===== src/rtl/pic_cfg_pkg.sv =====
package pic_cfg_pkg;
  // Bit positions inside the first initialization word
  localparam int unsigned B_INIT = 4;
  localparam int unsigned B_LTIM = 3;
  localparam int unsigned B_SNGL = 1;
  localparam int unsigned B_IC4  = 0;
  // Auto end-of-interrupt bit in the fourth word
  localparam int unsigned B_AEOI = 1;

  typedef enum logic [2:0] {
    ST_IDLE  = 3'd0,
    ST_W2    = 3'd1,
    ST_W3    = 3'd2,
    ST_W4    = 3'd3,
    ST_READY = 3'd4
  } seq_t;

  typedef enum logic [1:0] {
    WK_NONE = 2'd0,
    WK_INIT = 2'd1,
    WK_CMD  = 2'd2,
    WK_DATA = 2'd3
  } wkind_t;
endpackage


===== src/rtl/pic_wr_decode.sv =====
module pic_wr_decode
  import pic_cfg_pkg::*;
#(
  parameter int DW = 8
) (
  input  logic          wr_en,
  input  logic          addr0,
  input  logic [DW-1:0] wdata,
  output wkind_t        kind
);
  always_comb begin
    if (!wr_en)               kind = WK_NONE;
    else if (addr0)           kind = WK_DATA;
    else if (wdata[B_INIT])   kind = WK_INIT;
    else                      kind = WK_CMD;
  end
endmodule


===== src/rtl/pic_init_fsm.sv =====
module pic_init_fsm
  import pic_cfg_pkg::*;
#(
  parameter int DW = 8
) (
  input  logic          clk,
  input  logic          rst_n,
  input  wkind_t        kind,
  input  logic [DW-1:0] wdata,
  output seq_t          st,
  output logic          ld_init,
  output logic          ld_w2,
  output logic          ld_w3,
  output logic          ld_w4,
  output logic          ld_mask,
  output logic          eoi_go
);
  seq_t st_n;
  logic need3, need3_n, need4, need4_n;

  always_comb begin
    st_n    = st;
    need3_n = need3;
    need4_n = need4;
    ld_init = 1'b0;
    ld_w2   = 1'b0;
    ld_w3   = 1'b0;
    ld_w4   = 1'b0;
    ld_mask = 1'b0;
    eoi_go  = 1'b0;
    case (kind)
      WK_INIT: begin
        ld_init = 1'b1;
        st_n    = ST_W2;
        need3_n = ~wdata[B_SNGL];
        need4_n = wdata[B_IC4];
      end
      WK_DATA: begin
        case (st)
          ST_W2: begin
            ld_w2 = 1'b1;
            st_n  = need3 ? ST_W3 : (need4 ? ST_W4 : ST_READY);
          end
          ST_W3: begin
            ld_w3 = 1'b1;
            st_n  = need4 ? ST_W4 : ST_READY;
          end
          ST_W4: begin
            ld_w4 = 1'b1;
            st_n  = ST_READY;
          end
          default: ld_mask = 1'b1;
        endcase
      end
      WK_CMD: eoi_go = (st == ST_READY);
      default: ;
    endcase
  end

  always_ff @(posedge clk or negedge rst_n) begin
    if (!rst_n) begin
      st    <= ST_IDLE;
      need3 <= 1'b0;
      need4 <= 1'b0;
    end else begin
      st    <= st_n;
      need3 <= need3_n;
      need4 <= need4_n;
    end
  end


  restart_to_w2_chk: assert property (@(posedge clk) disable iff (!rst_n)
    kind == WK_INIT |=> st == ST_W2);

  short_seq_done_chk: assert property (@(posedge clk) disable iff (!rst_n)
    (st == ST_W2 && kind == WK_DATA && !need3 && !need4) |=> st == ST_READY);

  w4_after_w3_chk: assert property (@(posedge clk) disable iff (!rst_n)
    (st == ST_W3 && kind == WK_DATA && need4) |=> st == ST_W4);
endmodule


===== src/rtl/pic_cfg_regs.sv =====
module pic_cfg_regs
  import pic_cfg_pkg::*;
#(
  parameter int DW   = 8,
  parameter int N_IN = 8
) (
  input  logic                     clk,
  input  logic                     rst_n,
  input  logic [DW-1:0]            wdata,
  input  logic                     is_slave,
  input  logic                     ld_init,
  input  logic                     ld_w2,
  input  logic                     ld_w3,
  input  logic                     ld_w4,
  input  logic                     ld_mask,
  input  logic                     eoi_go,
  output logic                     level_trig,
  output logic                     single_mode,
  output logic [DW-$clog2(N_IN)-1:0] vector_base,
  output logic [N_IN-1:0]          cascade_map,
  output logic [$clog2(N_IN)-1:0]  slave_id,
  output logic                     auto_eoi,
  output logic [N_IN-1:0]          irq_mask,
  output logic                     clear_service,
  output logic                     eoi_valid,
  output logic [2:0]               eoi_cmd,
  output logic [$clog2(N_IN)-1:0]  eoi_level
);
  localparam int IW = $clog2(N_IN);
  localparam int VW = DW - IW;

  logic ld_casc, ld_sid;
  assign ld_casc = ld_w3 & ~is_slave;
  assign ld_sid  = ld_w3 & is_slave;

  always_ff @(posedge clk or negedge rst_n) begin
    if (!rst_n) begin
      level_trig  <= 1'b0;
      single_mode <= 1'b0;
    end else if (ld_init) begin
      level_trig  <= wdata[B_LTIM];
      single_mode <= wdata[B_SNGL];
    end
  end

  always_ff @(posedge clk or negedge rst_n) begin
    if (!rst_n)     vector_base <= '0;
    else if (ld_w2) vector_base <= wdata[DW-1:IW];
  end

  always_ff @(posedge clk or negedge rst_n) begin
    if (!rst_n)       cascade_map <= '0;
    else if (ld_casc) cascade_map <= wdata[N_IN-1:0];
  end

  always_ff @(posedge clk or negedge rst_n) begin
    if (!rst_n)      slave_id <= '0;
    else if (ld_sid) slave_id <= wdata[IW-1:0];
  end

  always_ff @(posedge clk or negedge rst_n) begin
    if (!rst_n)       auto_eoi <= 1'b0;
    else if (ld_init) auto_eoi <= 1'b0;
    else if (ld_w4)   auto_eoi <= wdata[B_AEOI];
  end

  always_ff @(posedge clk or negedge rst_n) begin
    if (!rst_n)       irq_mask <= '1;
    else if (ld_init) irq_mask <= '0;
    else if (ld_mask) irq_mask <= wdata[N_IN-1:0];
  end

  always_ff @(posedge clk or negedge rst_n) begin
    if (!rst_n) begin
      clear_service <= 1'b0;
      eoi_valid     <= 1'b0;
    end else begin
      clear_service <= ld_init;
      eoi_valid     <= eoi_go;
    end
  end

  always_ff @(posedge clk or negedge rst_n) begin
    if (!rst_n) begin
      eoi_cmd   <= '0;
      eoi_level <= '0;
    end else if (eoi_go) begin
      eoi_cmd   <= wdata[DW-1:DW-3];
      eoi_level <= wdata[IW-1:0];
    end
  end


  slave_keeps_map_chk: assert property (@(posedge clk) disable iff (!rst_n)
    (ld_w3 && is_slave) |=> $stable(cascade_map));

  eoi_single_pulse_chk: assert property (@(posedge clk) disable iff (!rst_n)
    (eoi_valid && !eoi_go) |=> !eoi_valid);
endmodule


===== src/rtl/pic_cfg_seq.sv =====
module pic_cfg_seq
  import pic_cfg_pkg::*;
#(
  parameter int DW   = 8,
  parameter int N_IN = 8
) (
  input  logic                          clk,
  input  logic                          rst_n,
  input  logic                          wr_en,
  input  logic                          addr0,
  input  logic [DW-1:0]                 wdata,
  input  logic                          is_slave,
  output logic                          level_trig,
  output logic                          single_mode,
  output logic [DW-$clog2(N_IN)-1:0]    vector_base,
  output logic [N_IN-1:0]               cascade_map,
  output logic [$clog2(N_IN)-1:0]       slave_id,
  output logic                          auto_eoi,
  output logic [N_IN-1:0]               irq_mask,
  output logic                          init_busy,
  output logic                          clear_service,
  output logic                          eoi_valid,
  output logic [2:0]                    eoi_cmd,
  output logic [$clog2(N_IN)-1:0]       eoi_level
);
  wkind_t kind;
  seq_t   st;
  logic   ld_init, ld_w2, ld_w3, ld_w4, ld_mask, eoi_go;

  pic_wr_decode #(.DW(DW)) u_dec (
    .wr_en (wr_en),
    .addr0 (addr0),
    .wdata (wdata),
    .kind  (kind)
  );

  pic_init_fsm #(.DW(DW)) u_fsm (
    .clk     (clk),
    .rst_n   (rst_n),
    .kind    (kind),
    .wdata   (wdata),
    .st      (st),
    .ld_init (ld_init),
    .ld_w2   (ld_w2),
    .ld_w3   (ld_w3),
    .ld_w4   (ld_w4),
    .ld_mask (ld_mask),
    .eoi_go  (eoi_go)
  );

  pic_cfg_regs #(.DW(DW), .N_IN(N_IN)) u_regs (
    .clk           (clk),
    .rst_n         (rst_n),
    .wdata         (wdata),
    .is_slave      (is_slave),
    .ld_init       (ld_init),
    .ld_w2         (ld_w2),
    .ld_w3         (ld_w3),
    .ld_w4         (ld_w4),
    .ld_mask       (ld_mask),
    .eoi_go        (eoi_go),
    .level_trig    (level_trig),
    .single_mode   (single_mode),
    .vector_base   (vector_base),
    .cascade_map   (cascade_map),
    .slave_id      (slave_id),
    .auto_eoi      (auto_eoi),
    .irq_mask      (irq_mask),
    .clear_service (clear_service),
    .eoi_valid     (eoi_valid),
    .eoi_cmd       (eoi_cmd),
    .eoi_level     (eoi_level)
  );

  assign init_busy = (st == ST_W2) || (st == ST_W3) || (st == ST_W4);


  init_clears_mask_chk: assert property (@(posedge clk) disable iff (!rst_n)
    (wr_en && !addr0 && wdata[B_INIT]) |=> (irq_mask == '0 && init_busy && clear_service));

  no_eoi_in_init_chk: assert property (@(posedge clk) disable iff (!rst_n)
    eoi_valid |-> !init_busy);

  mask_holds_chk: assert property (@(posedge clk) disable iff (!rst_n)
    !wr_en |=> $stable(irq_mask));

  busy_needs_write_chk: assert property (@(posedge clk) disable iff (!rst_n)
    !wr_en |=> $stable(init_busy));
endmodule


===== config.mk =====
export PLATFORM = sky130hd
export DESIGN_NAME = pic_cfg_seq
export DESIGN_NICKNAME = d
export VERILOG_FILES = /design/src/rtl/pic_cfg_pkg.sv /design/src/rtl/pic_wr_decode.sv /design/src/rtl/pic_init_fsm.sv /design/src/rtl/pic_cfg_regs.sv /design/src/rtl/pic_cfg_seq.sv
export SDC_FILE = /design/constraint.sdc
export NUM_CORES = 1
export LEC_CHECK = 0
export BUFFER_PORTS_ARGS = -buffer_cell sky130_fd_sc_hd__clkbuf_2
export CORE_UTILIZATION = 53
export CTS_BUF_LIST = sky130_fd_sc_hd__clkbuf_4
export DETAILED_ROUTE_END_ITERATION = 12
export HOLD_SLACK_MARGIN = 0.06
export PLACE_DENSITY = 0.77
export SLEW_MARGIN = 5
export SYNTH_ARGS = -nofsm -noshare
export SYNTH_HDL_FRONTEND = slang
export SYNTH_SLANG_ARGS = --single-unit

===== constraint.sdc =====
create_clock -name clk -period 1.7 [get_ports clk]
set_clock_uncertainty 0.05 [all_clocks]
set_input_delay 0.34 -clock clk [delete_from_list [all_inputs] [get_ports clk]]
set_output_delay 0.34 -clock clk [all_outputs]
set_load 0.03 [all_outputs]

==> flow_metrics.py <==
metrics = {
    "worst_setup_path": {
        "crit_path_start_kind": "register",
        "required_ns": 1.87,
        "path_max_fanout": 8,
        "cp-end-kind": "register",
        "path_class": "register to register",
        "crit_arrival_ns": 1.82,
    },
    "synthesis": {
        "synthCells": 137,
        "synthDistinctLibCells": 26,
        "yosys_warnings": 0,
        "synth_seq_cells": 40,
        "syn-num-nets": 150,
        "yosysSeqAreaShare": 0.602,
        "synthesis.area_um2": 1680,
        "syn_area_per_cell_um2": 12.3,
    },
    "pwr": {
        "ir_worst_vdd_v": 0.00100,
        "leakage_nw": 1.08,
        "power.density_nw_per_um2": 1940,
        "power_mw": 4.16,
    },
    "die": {
        "die_x_um": 58.3,
        "boundaryPins": 49,
        "dieHeight_um": 58.3,
        "row_count": 20,
        "die-area_um2": 3400,
        "core_um2": 3030,
        "start_util": 0.555,
    },
    "sta": {
        "finalHoldViolations": 0,
        "tns_ns": 0,
        "drv_slew": 0,
        "period_needed_ns": 1.65,
        "setup_viol": 0,
        "finalCritPeriodShare": 0.971,
        "tightest_slew_ns": 0.468,
        "slew_headroom": 0.688,
        "max_freq_mhz": 606,
        "hold_ws_ns": 0.182,
    },
    "global_routing": {
        "antenna_found_initial": 0,
        "grt_usage": 0.239,
        "grt-ovfl-total": 0,
        "grt_pass1_vias": 1183,
        "grt_pass1_wl_um": 5910,
        "grt_start_max_net_pins": 25,
    },
    "placed_design": {
        "place_inst": 233,
        "hpwl_um": 2700,
        "finalWeightedCongestion": 0.971,
        "io_buffers": 48,
        "dpl_cell_area_um2": 2020,
    },
    "clock_network": {
        "clk_latency_ns": 0.33,
        "ctsRootBufferMaster": "clkbuf_4",
        "clockBufferDepth": 2,
        "numClockSinks": 40,
        "tritoncts": "done",
        "cts_buffers": 5,
        "clk_pin_slew_worst_paths_ns": 0.12,
        "htree_levels": 2,
    },
    "layout": {
        "final_nets": 213,
        "drive_gt1_frac": 0.502,
        "n_antenna_cell": 0,
        "area_growth_pct": 27.6,
        "final_cell_area_um2": 2140,
        "fin_cells": 245,
    },
    "route": {
        "wl_met2_um": 1800,
        "drt-initial-drc-count": 78,
        "drt_first_pass_iters": 4,
        "wire_per_inst_um": 15.0,
        "via_count": 1285,
        "wl_um": 3670,
        "drc": 0,
        "final_antenna_net_count": 0,
        "viasPerCell": 5.24,
        "dr_wl_met3_um": 170,
        "wl_met1_um": 1670,
        "routed.top_layer": "met4",
    },
    "hold_path": {
        "hp-class": "primary input to register",
    },
    "flow_run": {
        "cap_violations": 0,
    },
    "status": {
        "status": "finished, final reports clean",
    },
}
[flip-flops by register name (all words and copies together) (netlist names)]
register              cells
u_fsm.st                  3
u_regs.irq_mask           8
u_regs.cascade_map        8
u_regs.slave_id           3
u_regs.eoi_level          3
u_regs.eoi_cmd            3
u_regs.clear_service      1
u_regs.eoi_valid          1
u_fsm.need4               1
u_fsm.need3               1
u_regs.level_trig         1
u_regs.single_mode        1
u_regs.auto_eoi           1
u_regs.vector_base        5
[critical path, stage by stage, from the launching register on]
cell,delay (ns)
dfrtp_2,0.43
buf_4,0.17
nand2b_1,0.19
nor4_4,0.14
buf_4,0.21
mux2_2,0.35
[synth_stat cells]
cell,count,area (um^2)
a22o_1,2,17.5
buf_2,1,5.00
nor4_4,2,42.5
nand2b_1,1,6.26
a31oi_1,1,6.26
nor2_1,3,11.3
dfrtp_1,32,801
and4_1,1,8.76
o21bai_2,1,11.3
o32ai_1,1,8.76
o31ai_1,1,7.51
nand3_1,9,45.0
nor2b_1,2,12.5
a21oi_1,4,20.0
o211ai_1,1,7.51
mux2_2,22,248
dfstp_2,8,210
and2_1,2,12.5
nand2_4,1,11.3
o21ai_0,10,50.1
clkbuf_1,1,3.75
nand3b_1,2,15.0
nor4_1,1,6.26
mux2i_1,1,10.0
nand2_1,19,71.3
inv_1,8,30.0
[repair_timing]
action | in CTS | in global routing
gates resized for setup | 5 | 1
hold buffers | 1 | 0
pin swaps | 1 | 0
endpoints found under the hold margin | 9 | 0
setup endpoints to repair | 4 | 6
buffers inserted | 1 | 2
[layer usage]
metal	vias to the layer above	GRT usage
met5	-	0
met4	0	0.109
met3	4	0.0469
met2	47	0.355
met1	632	0.340
li1	602	-
[layout by cell type, fill, tap and decap left out, types with 2 or more instances in the layout]
cell      Yosys  final
inv_1         8      7
and2_1        2      2
a21oi_1       4      4
dfrtp_2       0      3
nor2b_1       2      2
nor2_1        3      3
buf_4         0      8
dfrtp_1      32     29
nand2_1      19     19
nand3_1       9      9
clkbuf_4      0      5
clkinv_1      0      2
o21ai_0      10     10
a22o_1        2      2
dfstp_2       8      8
nor4_4        2      2
nand3b_1      2      2
clkbuf_2      0     47
mux2_2       22     22
[path summary, 6_finish.rpt]
path / from / end / slack (ns) / cells past startpoint
worst max-delay path: u_fsm.st[2] / u_regs.cascade_map[6] / 0.05 / 5
worst min-delay path: wdata[5] / u_regs.irq_mask[5] / 0.18 / 3
worst max register to register: u_fsm.st[2] / u_regs.cascade_map[6] / 0.05 / 5
worst min register to register: u_regs.irq_mask[0] / u_regs.irq_mask[0] / 0.43 / 2
max in group asynchronous: rst_n / u_regs.irq_mask[5] / 0.63 / 3
min in group asynchronous: rst_n / u_regs.level_trig / 0.41 / 2
[report_power, final]
part	leakage [nW]	internal (mW)	switching, mW
Sequential	0.489	1.39	0.243
Clock	0.0403	0.300	0.302
Combinational	0.554	0.668	1.26
Total	1.08	2.36	1.80
[logic make-up (layout without fill, tap and decap cells)]
family                 after synthesis  count (layout)  synth area share
buffers and inverters               10              74            0.0231
DFF                                 40              40             0.602
AOI/OAI and AO/OA                   21              21            0.0768
and+or+nand+nor                     43              43             0.145
muxes                               23              23             0.154
[stage by stage]
step                       util  worst slack (ns)
final                     0.708            0.0489
after global placement    0.668            0.0658
after CTS                 0.702            0.0336
after detailed placement  0.668            0.0210
after global routing      0.708          -0.00757
after floorplan               -             0.168
[cell type report]
class,instances,area (um^2)
multi-input cells,87,629
flip-flops and latches,40,1010
fillers,228,885
clock buffers,5,37.5
repair buffers,58,339
clock inverters,3,37.5
well taps,44,55.1
inverters,8,30.0
Power figures use the tool's default switching activity.
